## src/rtl/radio_tx_pkg.sv

```systemverilog
package radio_tx_pkg;
  typedef enum logic [1:0] {SEG_IDLE, SEG_HEAD, SEG_PAY, SEG_CRC} seg_e;

  typedef struct packed {
    logic load;
    logic shift;
    logic byteLoad;
    logic crcUpd;
    logic crcShift;
  } strobe_t;

  // field order equals send order (first field is MSB)
  typedef struct packed {
    logic [5:0] ta;
    logic [5:0] ra;
    logic [5:0] sa;
    logic [5:0] da;
    logic [2:0] kind;
    logic       ack;
    logic       rsv;
    logic [7:0] seq;
    logic       more;
  } hdr_t;

  localparam int HDR_W = $bits(hdr_t);
  localparam int CRC_W = 16;
  localparam logic [CRC_W-1:0] CRC_POLY = 16'h1021;
  localparam logic [CRC_W-1:0] CRC_SEED = 16'hFFFF;
endpackage

```

## src/rtl/rtx_ctrl.sv

```systemverilog
module rtx_ctrl
  import radio_tx_pkg::*;
#(
  parameter int LEN_W     = 6,
  parameter int HEAD_BITS = 84,
  parameter int COV_START = 40
) (
  input  logic             clk,
  input  logic             rstN,
  input  logic             bitTick,
  input  logic             startReq,
  input  logic [LEN_W-1:0] payLen,
  input  logic             byteValid,
  output seg_e             seg,
  output logic             byteReady,
  output logic             underrun,
  output strobe_t          strb
);
  localparam int PAY_MAX = 8 * ((1 << LEN_W) - 1);
  localparam int CNT_W   = $clog2((HEAD_BITS > PAY_MAX) ? HEAD_BITS : PAY_MAX) + 1;

  logic [CNT_W-1:0] cnt;
  logic [LEN_W-1:0] lenReg;
  logic [CNT_W-1:0] payLast;
  logic idle, accept, tickAct, lastBit, needByte, starve, headEnd;

  always_comb begin
    idle     = (seg == SEG_IDLE);
    accept   = idle && startReq;
    tickAct  = !idle && bitTick;
    payLast  = (CNT_W'(lenReg) << 3) - CNT_W'(1);
    headEnd  = (seg == SEG_HEAD) && (cnt == CNT_W'(HEAD_BITS - 1));
    lastBit  = headEnd ||
               ((seg == SEG_PAY) && (cnt == payLast)) ||
               ((seg == SEG_CRC) && (cnt == CNT_W'(CRC_W - 1)));
    needByte = (headEnd && (lenReg != '0)) ||
               ((seg == SEG_PAY) && (cnt[2:0] == 3'd7) && (cnt != payLast));
    byteReady = tickAct && needByte;
    starve    = byteReady && !byteValid;
    strb.load     = accept;
    strb.shift    = tickAct;
    strb.byteLoad = byteReady && byteValid;
    strb.crcUpd   = tickAct && (((seg == SEG_HEAD) && (cnt >= CNT_W'(COV_START))) ||
                                (seg == SEG_PAY));
    strb.crcShift = tickAct && (seg == SEG_CRC);
  end

  always_ff @(posedge clk) begin
    if (!rstN) begin
      seg      <= SEG_IDLE;
      cnt      <= '0;
      lenReg   <= '0;
      underrun <= 1'b0;
    end else if (accept) begin
      seg      <= SEG_HEAD;
      cnt      <= '0;
      lenReg   <= payLen;
      underrun <= 1'b0;
    end else if (tickAct) begin
      if (starve) begin
        seg      <= SEG_IDLE;
        cnt      <= '0;
        underrun <= 1'b1;
      end else if (lastBit) begin
        cnt <= '0;
        unique case (seg)
          SEG_HEAD: seg <= (lenReg != '0) ? SEG_PAY : SEG_CRC;
          SEG_PAY:  seg <= SEG_CRC;
          default:  seg <= SEG_IDLE;
        endcase
      end else begin
        cnt <= cnt + CNT_W'(1);
      end
    end
  end
endmodule

```

## src/rtl/rtx_dpath.sv

```systemverilog
module rtx_dpath
  import radio_tx_pkg::*;
#(
  parameter int              PRE_BITS  = 24,
  parameter int              SFD_W     = 16,
  parameter logic [SFD_W-1:0] SFD_VALUE = 16'hF3A0,
  parameter int              LEN_W     = 6
) (
  input  logic             clk,
  input  logic             rstN,
  input  strobe_t          strb,
  input  seg_e             seg,
  input  logic [LEN_W-1:0] payLen,
  input  hdr_t             hdr,
  input  logic [7:0]       byteData,
  output logic             txBit
);
  localparam int HEAD_BITS = PRE_BITS + SFD_W + LEN_W + HDR_W;

  function automatic logic [PRE_BITS-1:0] preambleBits();
    logic [PRE_BITS-1:0] p;
    for (int i = 0; i < PRE_BITS; i++) p[PRE_BITS-1-i] = ~i[0];
    return p;
  endfunction

  localparam logic [PRE_BITS-1:0] PREAMBLE = preambleBits();

  function automatic logic [CRC_W-1:0] crcStep(logic [CRC_W-1:0] c, logic b);
    logic fb;
    fb = c[CRC_W-1] ^ b;
    return {c[CRC_W-2:0], 1'b0} ^ (fb ? CRC_POLY : '0);
  endfunction

  logic [HEAD_BITS-1:0] headSr;
  logic [7:0]           byteSr;
  logic [CRC_W-1:0]     crcReg;

  always_comb begin
    unique case (seg)
      SEG_HEAD: txBit = headSr[HEAD_BITS-1];
      SEG_PAY:  txBit = byteSr[7];
      SEG_CRC:  txBit = crcReg[CRC_W-1];
      default:  txBit = 1'b0;
    endcase
  end

  always_ff @(posedge clk) begin
    if (!rstN) begin
      headSr <= '0;
      byteSr <= '0;
      crcReg <= CRC_SEED;
    end else if (strb.load) begin
      headSr <= {PREAMBLE, SFD_VALUE, payLen, hdr};
      crcReg <= CRC_SEED;
    end else if (strb.shift) begin
      headSr <= headSr << 1;
      byteSr <= strb.byteLoad ? byteData : (byteSr << 1);
      if (strb.crcUpd)        crcReg <= crcStep(crcReg, txBit);
      else if (strb.crcShift) crcReg <= crcReg << 1;
    end
  end
endmodule

```

## src/rtl/radio_frame_tx.sv

```systemverilog
module radio_frame_tx
  import radio_tx_pkg::*;
#(
  parameter int               PRE_BITS  = 24,
  parameter int               SFD_W     = 16,
  parameter logic [SFD_W-1:0] SFD_VALUE = 16'hF3A0,
  parameter int               LEN_W     = 6
) (
  input  logic             clk,
  input  logic             rstN,
  input  logic             bitTick,
  input  logic             startReq,
  input  logic [LEN_W-1:0] payLen,
  input  logic [5:0]       taddr,
  input  logic [5:0]       raddr,
  input  logic [5:0]       saddr,
  input  logic [5:0]       daddr,
  input  logic [2:0]       frameKind,
  input  logic             ackReq,
  input  logic             rsvBit,
  input  logic [7:0]       seqNum,
  input  logic             moreFlag,
  input  logic [7:0]       byteData,
  input  logic             byteValid,
  output logic             byteReady,
  output logic             txBit,
  output logic             txActive,
  output logic             underrun
);
  localparam int HEAD_BITS = PRE_BITS + SFD_W + LEN_W + HDR_W;
  localparam int COV_START = PRE_BITS + SFD_W;

  seg_e    seg;
  strobe_t strb;
  hdr_t    hdr;

  assign hdr = '{ta: taddr, ra: raddr, sa: saddr, da: daddr, kind: frameKind,
                 ack: ackReq, rsv: rsvBit, seq: seqNum, more: moreFlag};
  assign txActive = (seg != SEG_IDLE);

  rtx_ctrl #(.LEN_W(LEN_W), .HEAD_BITS(HEAD_BITS), .COV_START(COV_START)) ctrl (
    .clk(clk), .rstN(rstN), .bitTick(bitTick), .startReq(startReq), .payLen(payLen),
    .byteValid(byteValid), .seg(seg), .byteReady(byteReady), .underrun(underrun),
    .strb(strb)
  );

  rtx_dpath #(.PRE_BITS(PRE_BITS), .SFD_W(SFD_W), .SFD_VALUE(SFD_VALUE), .LEN_W(LEN_W)) dpath (
    .clk(clk), .rstN(rstN), .strb(strb), .seg(seg), .payLen(payLen), .hdr(hdr),
    .byteData(byteData), .txBit(txBit)
  );
endmodule

```

## config.mk

```make
export PLATFORM = sky130hd
export DESIGN_NAME = radio_frame_tx
export DESIGN_NICKNAME = d
export VERILOG_FILES = /design/src/rtl/radio_tx_pkg.sv /design/src/rtl/rtx_ctrl.sv /design/src/rtl/rtx_dpath.sv /design/src/rtl/radio_frame_tx.sv
export SDC_FILE = /design/constraint.sdc
export NUM_CORES = 1
export LEC_CHECK = 0
export BUFFER_PORTS_ARGS = -buffer_cell sky130_fd_sc_hd__buf_2
export CAP_MARGIN = 5
export CORE_MARGIN = 5
export CORE_UTILIZATION = 60
export CTS_CLUSTER_DIAMETER = 120
export DETAILED_ROUTE_END_ITERATION = 6
export PLACE_DENSITY = 0.82
export SLEW_MARGIN = 20
export SYNTH_ARGS = -nofsm -noshare
export SYNTH_HDL_FRONTEND = slang
export SYNTH_SLANG_ARGS = --single-unit
```

## constraint.sdc

```tcl
create_clock -name clk -period 5.5 [get_ports clk]
set_input_delay 0.55 -clock clk [delete_from_list [all_inputs] [get_ports clk]]
set_output_delay 0.55 -clock clk [all_outputs]
set_load 0.03 [all_outputs]
```

==> metrics.md <==
| Metric | Value |
|---|---|
| Synth Register Bits | 127 |
| Ant diodes | 0 |
| CTS Buf Count | 17 |
| Worst-margin pin slew | 889 ps |
| Clk_skew | 8.35 ps |
| Multi-input logic area | 2490 sq um |
| Filler cells | 670 |
| Setup CP Type | reg -> out |
| Met2 usage | 36.7% |
| Critical path endpoint category | primary output |
| Max Slew Vio Count | 0 |
| Routed WL | 11.7 mm |
| Initial antenna violation count | 0 |
| # DRC | 0 |
| Seq/Total Area, Yosys | 48.2% |
| Root Buffer Master | clkbuf_8 |
| Synthesized area | 5280 sq um |
| Worst EP required | 4950 ps |
| Leading cell type in the layout, fill and taps excluded | nand2_1 |
| Syn. warnings | 0 |
| Lkg Pwr | 2.38 nW |
| Non-Filler Instances | 779 |
| Clock-pin slew on the worst setup and hold paths | 60 ps |
| Via Count | 4518 |
| Period utilization | 60.8% |
| Cell Chain, Critical Path | inv_1, ha_1, nor2b_1, or3_1, a31o_1, nor3_1, o21a_1, nor2_1, buf_2 |
| Core area | 8640 sq um |
| H-tree levels | 4 |
| Delay-heaviest family, CP | simple AND/OR/NAND/NOR gates |
| Die area | 10800 sq um |
| Die H | 104 microns |
| Slew margin rel. | 40.7% |
| Main flop type after synthesis | dfxtp_1 |
| Main area contributors after synthesis | dfxtp_1, nand2_1, a22oi_1, a21boi_0, a21oi_1 |
| Top Usage Layer GRT | met2 |
| Buf+Inv Stages, Crit Path | 2 |
| Post-CTS setup buffers | 0 |
| Layout cells sized above 1 | 16.4% |
| Total track usage | 21.7% |
| Final setup violation count | 0 |
| Global route overflow | 0 |
| Layout area overhead | 16.7% |
| Fin nets | 724 |
| Netlist cell types | 50 |
| Largest net degree at the start of global routing | 54 |
| Vias in the first global route | 4464 |
| CTS Hold Bufs | 0 |
| Power density over the cells | 373 nW/um^2 |
| Area leader, netlist | dfxtp_1 |
| Final HPWL DP | 7.51 mm |
| Status | finished, final reports clean |
| First-pass GRT wire length | 19.7 mm |
| Synth Instances | 619 |
| Clock sinks | 127 |
| Worst Path Max Fanout | 5 |
| Max Cap Viol | 0 |
| CTS resizes | 0 |
| CP max stage delay | 400 ps |
| Min Hold Slack | 309 ps |
| Met3 usage | 5.10% |
| DR iter-0 viols | 228 |
| Ports | 61 |
| CP max stage cell | dfxtp_1 |
| Tmin final | 3340 ps |
| # rows | 34 |
| Hold Crit Class | in -> reg |
| RD Place Congestion | 0.864 |
| Met1 Resource Use GR | 26.2% |
| Final setup margin | 2160 ps |
| RSZ-0062 raised after global routing | false |
| Clk buf depth | 2 |
| Commonest non-fill, non-tap cells in the layout | nand2_1, dfxtp_1, buf_2 |
| CP startpoint kind | flop |
| Clk Latency, worst-skew pair | 520 ps |
| FF/Latch Area | 2540 sq um |
| Mean Syn Cell Area | 8.52 sq um |
| Worst EP arrival | 2790 ps |
| Asr flop ratio synth | 0% |
| CTS tree | yes |
| Max VDD drop | 0.000231 V |
| Hold Fails Final Rpt | 0 |
| Placed insts | 747 |
| Tot Pwr | 0.00230 W |
| F_max | 299 MHz |
| EDFF count, synth | 0 |
| DP Worst Slack | 2140 ps |
| Wire per inst | 15.1 microns |
| Routed Antenna Nets | 0 |
| Routed vias/inst | 5.80 |
| Sum Neg Setup Slack | 0 ps |
| Drt first pass iters | 5 |
| Syn Nets | 685 |
| Port bufs | 60 |
| Initial Util | 61.1% |
| Share of the synthesized area in the top cell type | 48.2% |
| Die W | 104 microns |
## registers in the layout, summed over array words and instances, names as in the netlist
register and count:
dpath.byteSr 8, dpath.headSr 84, ctrl.cnt 10, dpath.crcReg 16, ctrl.seg 2, ctrl.lenReg 6, ctrl.underrun 1
## through the flow
stage	utilization, %	cell area (sq um)
global route	71.3	6160
floorplan	-	5280
global placement	64.3	5550
finish	71.3	6160
CTS	71.3	6150
detailed placement	64.3	5550
## area by class of cell
| class | count | share of cell area [%] |
|---|---|---|
| sequential | 127 | 41.3 |
| multi-input combinational | 435 | 40.4 |
| clock buffer | 20 | 7.40 |
| timing repair buffer | 66 | 5.61 |
| clock inverter | 12 | 2.38 |
| tap | 108 | 2.20 |
| inverter | 11 | 0.671 |
## per-layer routing
metal / share of wire (%) / up-vias
met2: 50 / 128
met5: 0 / -
met1: 43 / 2134
met4: 1.8 / 0
met3: 4.6 / 23
li1: - / 2233
## cells by family after synthesis
logic type / count (synthesis) / share of synthesized area [%]
xor+xnor: 18 / 2.99
simple gates: 232 / 18.9
mux: 8 / 1.52
flops: 127 / 48.2
buf+inv: 57 / 4.86
compound gates: 168 / 21.4
fa+ha+maj: 9 / 2.13
## path summary, 6_finish.rpt
kind / from / to / slack [ps] / cells past startpoint
worst max-delay path: ctrl.lenReg[0] / byteReady / 2160 / 9
worst min-delay path: byteData[0] / dpath.byteSr[0] / 310 / 3
worst max register to register: ctrl.seg[0] / ctrl.cnt[2] / 2520 / 6
worst min register to register: dpath.headSr[54] / dpath.headSr[55] / 460 / 2
## report_power, final
part | internal (W) | switching [W]
Clock | 0.000693 | 0.000427
Sequential | 0.000966 | 0.0000273
Combinational | 0.0000703 | 0.000112
Total | 0.00173 | 0.000566
## Yosys cell counts, types with 2 or more instances
library cell  number
nor2_1            29
nor2b_1            5
nor4_1             3
xnor2_1           12
o22ai_1           20
dfxtp_1          127
buf_1              5
nand4_1            3
a31oi_1            9
xor2_1             6
nand3_1           24
nor3_1            17
or3_1              2
buf_2              4
a22oi_1           38
buf_6              2
nand2_1          138
and3_1             3
o21a_1             3
o31ai_1            2
clkbuf_2           2
ha_1               9
clkbuf_1          30
o21ai_0           12
inv_1             10
a21boi_0          37
a21o_1             2
o211ai_1           2
a21oi_1           35
mux2i_1            8
## tightest hold or removal path, delay by kind of cell
kind	cells	cell delay, ps
AOI/OAI and AO/OA	1	70
and+or+nand+nor	1	60
buffers and inverters	1	100
Power figures use the tool's default switching activity.
